### src/rtl/s2p_pkg.sv
package s2p_pkg;
  localparam int unsigned S2P_DEF_W = 4;

  typedef enum logic {
    SRC_LINE = 1'b0,
    SRC_LOOP = 1'b1
  } s2p_src_e;
endpackage

### src/rtl/s2p_bit_select.sv
module s2p_bit_select
  import s2p_pkg::*;
(
  input  logic sel_i,
  input  logic line_i,
  input  logic loop_i,
  output logic bit_o
);
  s2p_src_e src;

  always_comb begin
    src = s2p_src_e'(sel_i);
    unique case (src)
      SRC_LOOP: bit_o = loop_i;
      default:  bit_o = line_i;
    endcase
  end
endmodule

### src/rtl/s2p_shift_chain.sv
module s2p_shift_chain #(
  parameter int W = 4
) (
  input  logic         clk_i,
  input  logic         rst_i,
  input  logic         bit_i,
  output logic [W-1:0] cur_o,
  output logic [W-1:0] nxt_o,
  output logic         tail_o
);
  logic [W-1:0] stage_q;

  // stage 0 receives the newest bit; stage W-1 holds the oldest
  assign nxt_o[0] = bit_i;
  for (genvar g = 1; g < W; g++) begin : g_link
    assign nxt_o[g] = stage_q[g-1];
  end

  for (genvar g = 0; g < W; g++) begin : g_stage
    always_ff @(posedge clk_i) begin
      if (rst_i) stage_q[g] <= 1'b0;
      else       stage_q[g] <= nxt_o[g];
    end
  end

  assign cur_o  = stage_q;
  assign tail_o = stage_q[W-1];
endmodule

### src/rtl/s2p_phase_div.sv
module s2p_phase_div #(
  parameter int W = 4
) (
  input  logic clk_i,
  input  logic rst_i,
  output logic load_o,
  output logic div_word_o,
  output logic div_pair_o
);
  localparam int CW = $clog2(2 * W);
  localparam logic [CW-1:0] LAST  = CW'(2 * W - 1);
  localparam logic [CW-1:0] HALF  = CW'(W);
  localparam logic [CW-1:0] WLAST = CW'(W - 1);
  localparam logic [CW-1:0] WMID  = CW'(W / 2);
  localparam logic [CW-1:0] ONE   = CW'(1);

  logic [CW-1:0] cnt_q, cnt_d, pos_q, pos_d;
  logic          word_q, pair_q;

  always_comb begin
    cnt_d = (cnt_q == LAST) ? '0 : cnt_q + ONE;
    pos_q = (cnt_q >= HALF) ? cnt_q - HALF : cnt_q;
    pos_d = (cnt_d >= HALF) ? cnt_d - HALF : cnt_d;
  end

  always_ff @(posedge clk_i) begin
    if (rst_i) begin
      cnt_q  <= '0;
      word_q <= 1'b0;
      pair_q <= 1'b0;
    end else begin
      cnt_q  <= cnt_d;
      word_q <= (pos_d >= WMID);
      pair_q <= (cnt_d >= HALF);
    end
  end

  assign load_o     = (pos_q == WLAST);
  assign div_word_o = word_q;
  assign div_pair_o = pair_q;

  AST_PAIR_ON_WORD_FALL: assert property (@(posedge clk_i) disable iff (rst_i)
    $fell(div_pair_o) |-> $fell(div_word_o));
endmodule

### src/rtl/s2p_word_hold.sv
module s2p_word_hold #(
  parameter int W = 4
) (
  input  logic         clk_i,
  input  logic         rst_i,
  input  logic         load_i,
  input  logic [W-1:0] word_i,
  output logic [W-1:0] par_o
);
  logic [W-1:0] par_q;

  always_ff @(posedge clk_i) begin
    if (rst_i)       par_q <= '0;
    else if (load_i) par_q <= word_i;
  end

  assign par_o = par_q;

  AST_HOLD_BETWEEN_LOADS: assert property (@(posedge clk_i) disable iff (rst_i)
    !load_i |=> $stable(par_o));
endmodule

### src/rtl/ser2par_cascade.sv
module ser2par_cascade #(
  parameter int W = s2p_pkg::S2P_DEF_W
) (
  input  logic         clk_i,
  input  logic         rst_i,
  input  logic         loop_sel_i,
  input  logic         line_i,
  input  logic         loop_i,
  output logic [W-1:0] par_o,
  output logic         div_word_o,
  output logic         div_pair_o,
  output logic         ser_o
);
  logic         sel_bit;
  logic         load;
  logic [W-1:0] chain_cur, chain_nxt;

  s2p_bit_select u_sel (
    .sel_i (loop_sel_i),
    .line_i(line_i),
    .loop_i(loop_i),
    .bit_o (sel_bit)
  );

  s2p_shift_chain #(.W(W)) u_chain (
    .clk_i (clk_i),
    .rst_i (rst_i),
    .bit_i (sel_bit),
    .cur_o (chain_cur),
    .nxt_o (chain_nxt),
    .tail_o(ser_o)
  );

  s2p_phase_div #(.W(W)) u_div (
    .clk_i     (clk_i),
    .rst_i     (rst_i),
    .load_o    (load),
    .div_word_o(div_word_o),
    .div_pair_o(div_pair_o)
  );

  s2p_word_hold #(.W(W)) u_hold (
    .clk_i (clk_i),
    .rst_i (rst_i),
    .load_i(load),
    .word_i(chain_nxt),
    .par_o (par_o)
  );

  AST_RESET_CLEARS: assert property (@(posedge clk_i) disable iff (rst_i)
    $past(rst_i) |-> (par_o == '0 && !ser_o && !div_word_o && !div_pair_o));
  AST_LOAD_MATCHES_CHAIN: assert property (@(posedge clk_i) disable iff (rst_i)
    load |=> (par_o == chain_cur));
  AST_WORD_CHANGE_ON_FALL: assert property (@(posedge clk_i) disable iff (rst_i)
    !$stable(par_o) |-> $fell(div_word_o));
endmodule

### config.mk
export PLATFORM = sky130hd
export DESIGN_NAME = ser2par_cascade
export DESIGN_NICKNAME = d
export VERILOG_FILES = /design/src/rtl/s2p_pkg.sv /design/src/rtl/s2p_bit_select.sv /design/src/rtl/s2p_shift_chain.sv /design/src/rtl/s2p_phase_div.sv /design/src/rtl/s2p_word_hold.sv /design/src/rtl/ser2par_cascade.sv
export SDC_FILE = /design/constraint.sdc
export NUM_CORES = 1
export LEC_CHECK = 0
export BUFFER_PORTS_ARGS = -buffer_cell sky130_fd_sc_hd__clkbuf_2
export CORE_AREA = 2 2 44 42
export DETAILED_ROUTE_END_ITERATION = 10
export DIE_AREA = 0 0 46 44
export MAX_ROUTING_LAYER = met4
export SETUP_SLACK_MARGIN = 0.15
export SYNTH_ARGS = -nofsm -noshare
export SYNTH_HDL_FRONTEND = slang
export SYNTH_SLANG_ARGS = --single-unit
### constraint.sdc
create_clock -name clk_i -period 1.93 [get_ports clk_i]
set_clock_uncertainty 0.15 [all_clocks]
set_input_delay 0.193 -clock clk_i [delete_from_list [all_inputs] [get_ports clk_i]]
set_output_delay 0.193 -clock clk_i [all_outputs]
set_load 0.03 [all_outputs]
==> parameters.txt <==
Parameter                              Value

Floorplanning
  Vert. Die Dim    44 µm
  Die width    46 µm
  Total die area    2020 µm²
  Initial core utilization    24.0%
  Io pins    12
  Row Count    14
  Floorplan core area    1580 µm²

Layout
  Final design area excluding fillers    467 µm²
  Area added between synthesis and finish    23.5%
  Number of inserted diodes    0
  Count of placed standard cells in the final layout, fillers left out    61
  Layout net count    54
  Fraction of final layout cells sized beyond drive strength 1    33.3%

STA
  Upper clock frequency limit    0.807 GHz
  Total count of max-transition violations in the final report    0
  Setup_tns    0 ns
  Hold Vio Cnt, Final    0
  Fin crit period    1.24 ns
  Count of final setup violators    0
  Unrepaired setup endpoints after global routing    no
  Tcrit/Tclk final    64.2%
  Relative max-transition margin    80.5%
  Actual slew at the worst max-slew pin    0.293 ns

Yosys
  Top cells by count, synth    11 x sky130_fd_sc_hd__dfxtp_1, 5 x sky130_fd_sc_hd__nor2_1, 5 x sky130_fd_sc_hd__nor2b_1, 4 x sky130_fd_sc_hd__mux2i_1, 3 x sky130_fd_sc_hd__ha_1
  Post-Syn Area per Cell    11.8 µm²
  Post-synth design cell area    378 µm²
  Number of distinct library cells after synthesis    9
  Leading area contributor after synthesis    sky130_fd_sc_hd__dfxtp_1
  Top cells by area, synth    sky130_fd_sc_hd__dfxtp_1 58%, sky130_fd_sc_hd__mux2i_1 11%, sky130_fd_sc_hd__ha_1 9.9%, sky130_fd_sc_hd__nor2b_1 8.3%, sky130_fd_sc_hd__nor2_1 5.0%
  Post-Syn Nets    40
  Flops & latches, synth    11
  Warnings, synthesis    0
  Synthesized netlist cell count    32
  Area share of the largest cell type after synthesis    58.3%
  Top FF cell, synth    sky130_fd_sc_hd__dfxtp_1
  Number of enable-type register cells in the synthesized netlist    0
  Cell with the most instances after synthesis    sky130_fd_sc_hd__dfxtp_1
  Sequential cell area fraction in the yosys report    58.3%
  Proportion of register bits with asynchronous set or reset after synthesis    0%

Clock tree
  Gates resized, CTS repair    0
  Total CTS buffers    3
  # H-tree levels    1
  Clock transition at the register clock pins on the worst setup and hold paths after CTS    0.06 ns
  Post CTS Setup Buffer Count    0
  Buffers from clock root to sink, at most    2
  CTS tree    done
  CTS hold repair buffers    0
  Clock insertion delay at the later pin of the skew report    0.26 ns
  Clock sink count    11
  Clock tree root driver cell    sky130_fd_sc_hd__clkbuf_4

Critical path
  Critical Setup Path Class    reg2reg
  Cell Chain, Critical Path    ha_1, mux2i_1, nor2_1
  Crit-path max FO    5
  CP Launch Type    flip-flop
  Number of buffer and inverter stages on the critical path    0
  Cell type group with the largest total delay on the critical path    flip-flops
  Crit-path max cell delay    0.36 ns
  Critical Path RT    1.93 ns
  Critical Path End Type    flip-flop
  Critical Path AT    1.24 ns
  Master of the slowest instance on the critical path    sky130_fd_sc_hd__dfxtp_1

Placed design
  Placement Cell Area    440 µm²
  Final weighted congestion of routability-driven global placement    0.686
  Placed cell count    57
  Port Buffers    11

Power and ir drop
  IR Drop Worst-Case VDD    0.000432 V
  Share of total power consumed by net switching    23.1%
  Leak    0.216 nW
  Power share of the sequential group    56.0%
  Power Dens Cells    933 nW/µm²
  Internal power component    335 µW
  Clock Power Share    34.0%
  Portion of total power attributed to combinational logic    10.0%
  P_sw    101 µW
  Post-layout total power    435 µW

Global route
  Number of global-route vias before repair    205
  Final global-route overflow total    0
  Routing layer with the top usage in global route    met1
  Antenna violations before repair    0
  Maximum number of pins on one net before global-route repair    12
  Met1 usage in global routing    9.11%
  Met2 GRT Util    7.22%
  Total routing usage reported by global routing    6.84%
  Wire length of the first global-routing pass    897 µm
  GR Layer Usage met3    3.75%

Route
  Detailed-route wire length    528 µm
  Per-cell via count in the routed design    3.93
  Violation count after the first detailed-route iteration    7
  Average wire per standard cell    8.66 µm
  Remaining DRCs    0
  Count of TritonRoute iterations in the first routing pass    4
  Count of vias placed by the detailed router    240
  Post-DRT Antenna Nets    0

Job
  Max-capacitance violation count    0

Status
  Result of the run    completed

Hold path
  Class of the tightest hold or removal check    in2reg
## cells by family (layout without fill, tap and decap cells)
group	Yosys count	in the layout	synth area share, %
flops	11	11	58.3
simple gates	11	11	14.6
mux	4	4	10.6
fa+ha+maj	3	3	9.93
buf+inv	2	15	3.31
compound gates	1	1	3.31
## path summary, 6_finish.rpt
check | slack, ns | endpoint | startpoint | depth (start not counted)
max | 0.69 | u_hold.par_o[2] | u_div.cnt_q[0] | 3
min | 0.07 | u_chain.cur_o[0] | line_i | 3
max reg2reg | 0.69 | u_hold.par_o[2] | u_div.cnt_q[0] | 3
min reg2reg | 0.31 | u_div.cnt_q[0] | u_div.cnt_q[0] | 1
## final cells by class
class	instances	area [µm²]
clock buffer	4	26.3
fill	165	1110
multi-input combinational	19	145
sequential	11	220
tap	16	20.0
timing repair buffer	11	55.1
## registers in the layout (all words and copies together), names as in the netlist
register and cells:
u_div.div_word_o 1, u_div.div_pair_o 1, u_hold.par_o 4, u_div.cnt_q 1, u_chain.tail_o 1, u_chain.cur_o 3
## power by group through the flow
stage | clock network, mW | logic [mW] | registers, mW
CTS | 0.157 | 0.0443 | 0.244
global placement | 0 | 0.0443 | 0.249
floorplan | 0 | 0.0203 | 0.260
detailed placement | 0 | 0.0442 | 0.249
global route | 0.172 | 0.0484 | 0.246
finish | 0.148 | 0.0436 | 0.244
## routing by layer
| metal | part of all wire, % | wire [µm] |
|---|---|---|
| met1 | 45 | 240 |
| met5 | 0 | 0 |
| met2 | 45 | 238 |
| met3 | 6.4 | 34 |
| met4 | 2.7 | 14 |
## cells in the final DEF, fill, tap and decap left out
cell	instances
sky130_fd_sc_hd__a211oi_2	1
sky130_fd_sc_hd__nor2b_1	5
sky130_fd_sc_hd__nor3_1	1
sky130_fd_sc_hd__dfxtp_1	11
sky130_fd_sc_hd__clkbuf_1	1
sky130_fd_sc_hd__ha_1	3
sky130_fd_sc_hd__clkbuf_4	3
sky130_fd_sc_hd__clkbuf_2	11
sky130_fd_sc_hd__nor2_1	5
sky130_fd_sc_hd__mux2i_1	4
## stage by stage
stage / util (%) / hold slack, ns / setup WS (ns)
after floorplan: - / 0.115 / 0.613
after global placement: 27.9 / 0.279 / 0.725
after detailed placement: 27.9 / 0.297 / 0.712
after CTS: 29.6 / 0.0752 / 0.695
after global routing: 29.6 / 0.0855 / 0.599
final: 29.6 / 0.0741 / 0.690
## worst min-delay path, delay by kind of cell
family	cells	cell delay (ns)
multiplexers	1	0.09
buffers and inverters	1	0.07
AND/OR/NAND/NOR	1	0.09
Note: power is estimated with default switching activity, not from simulation.
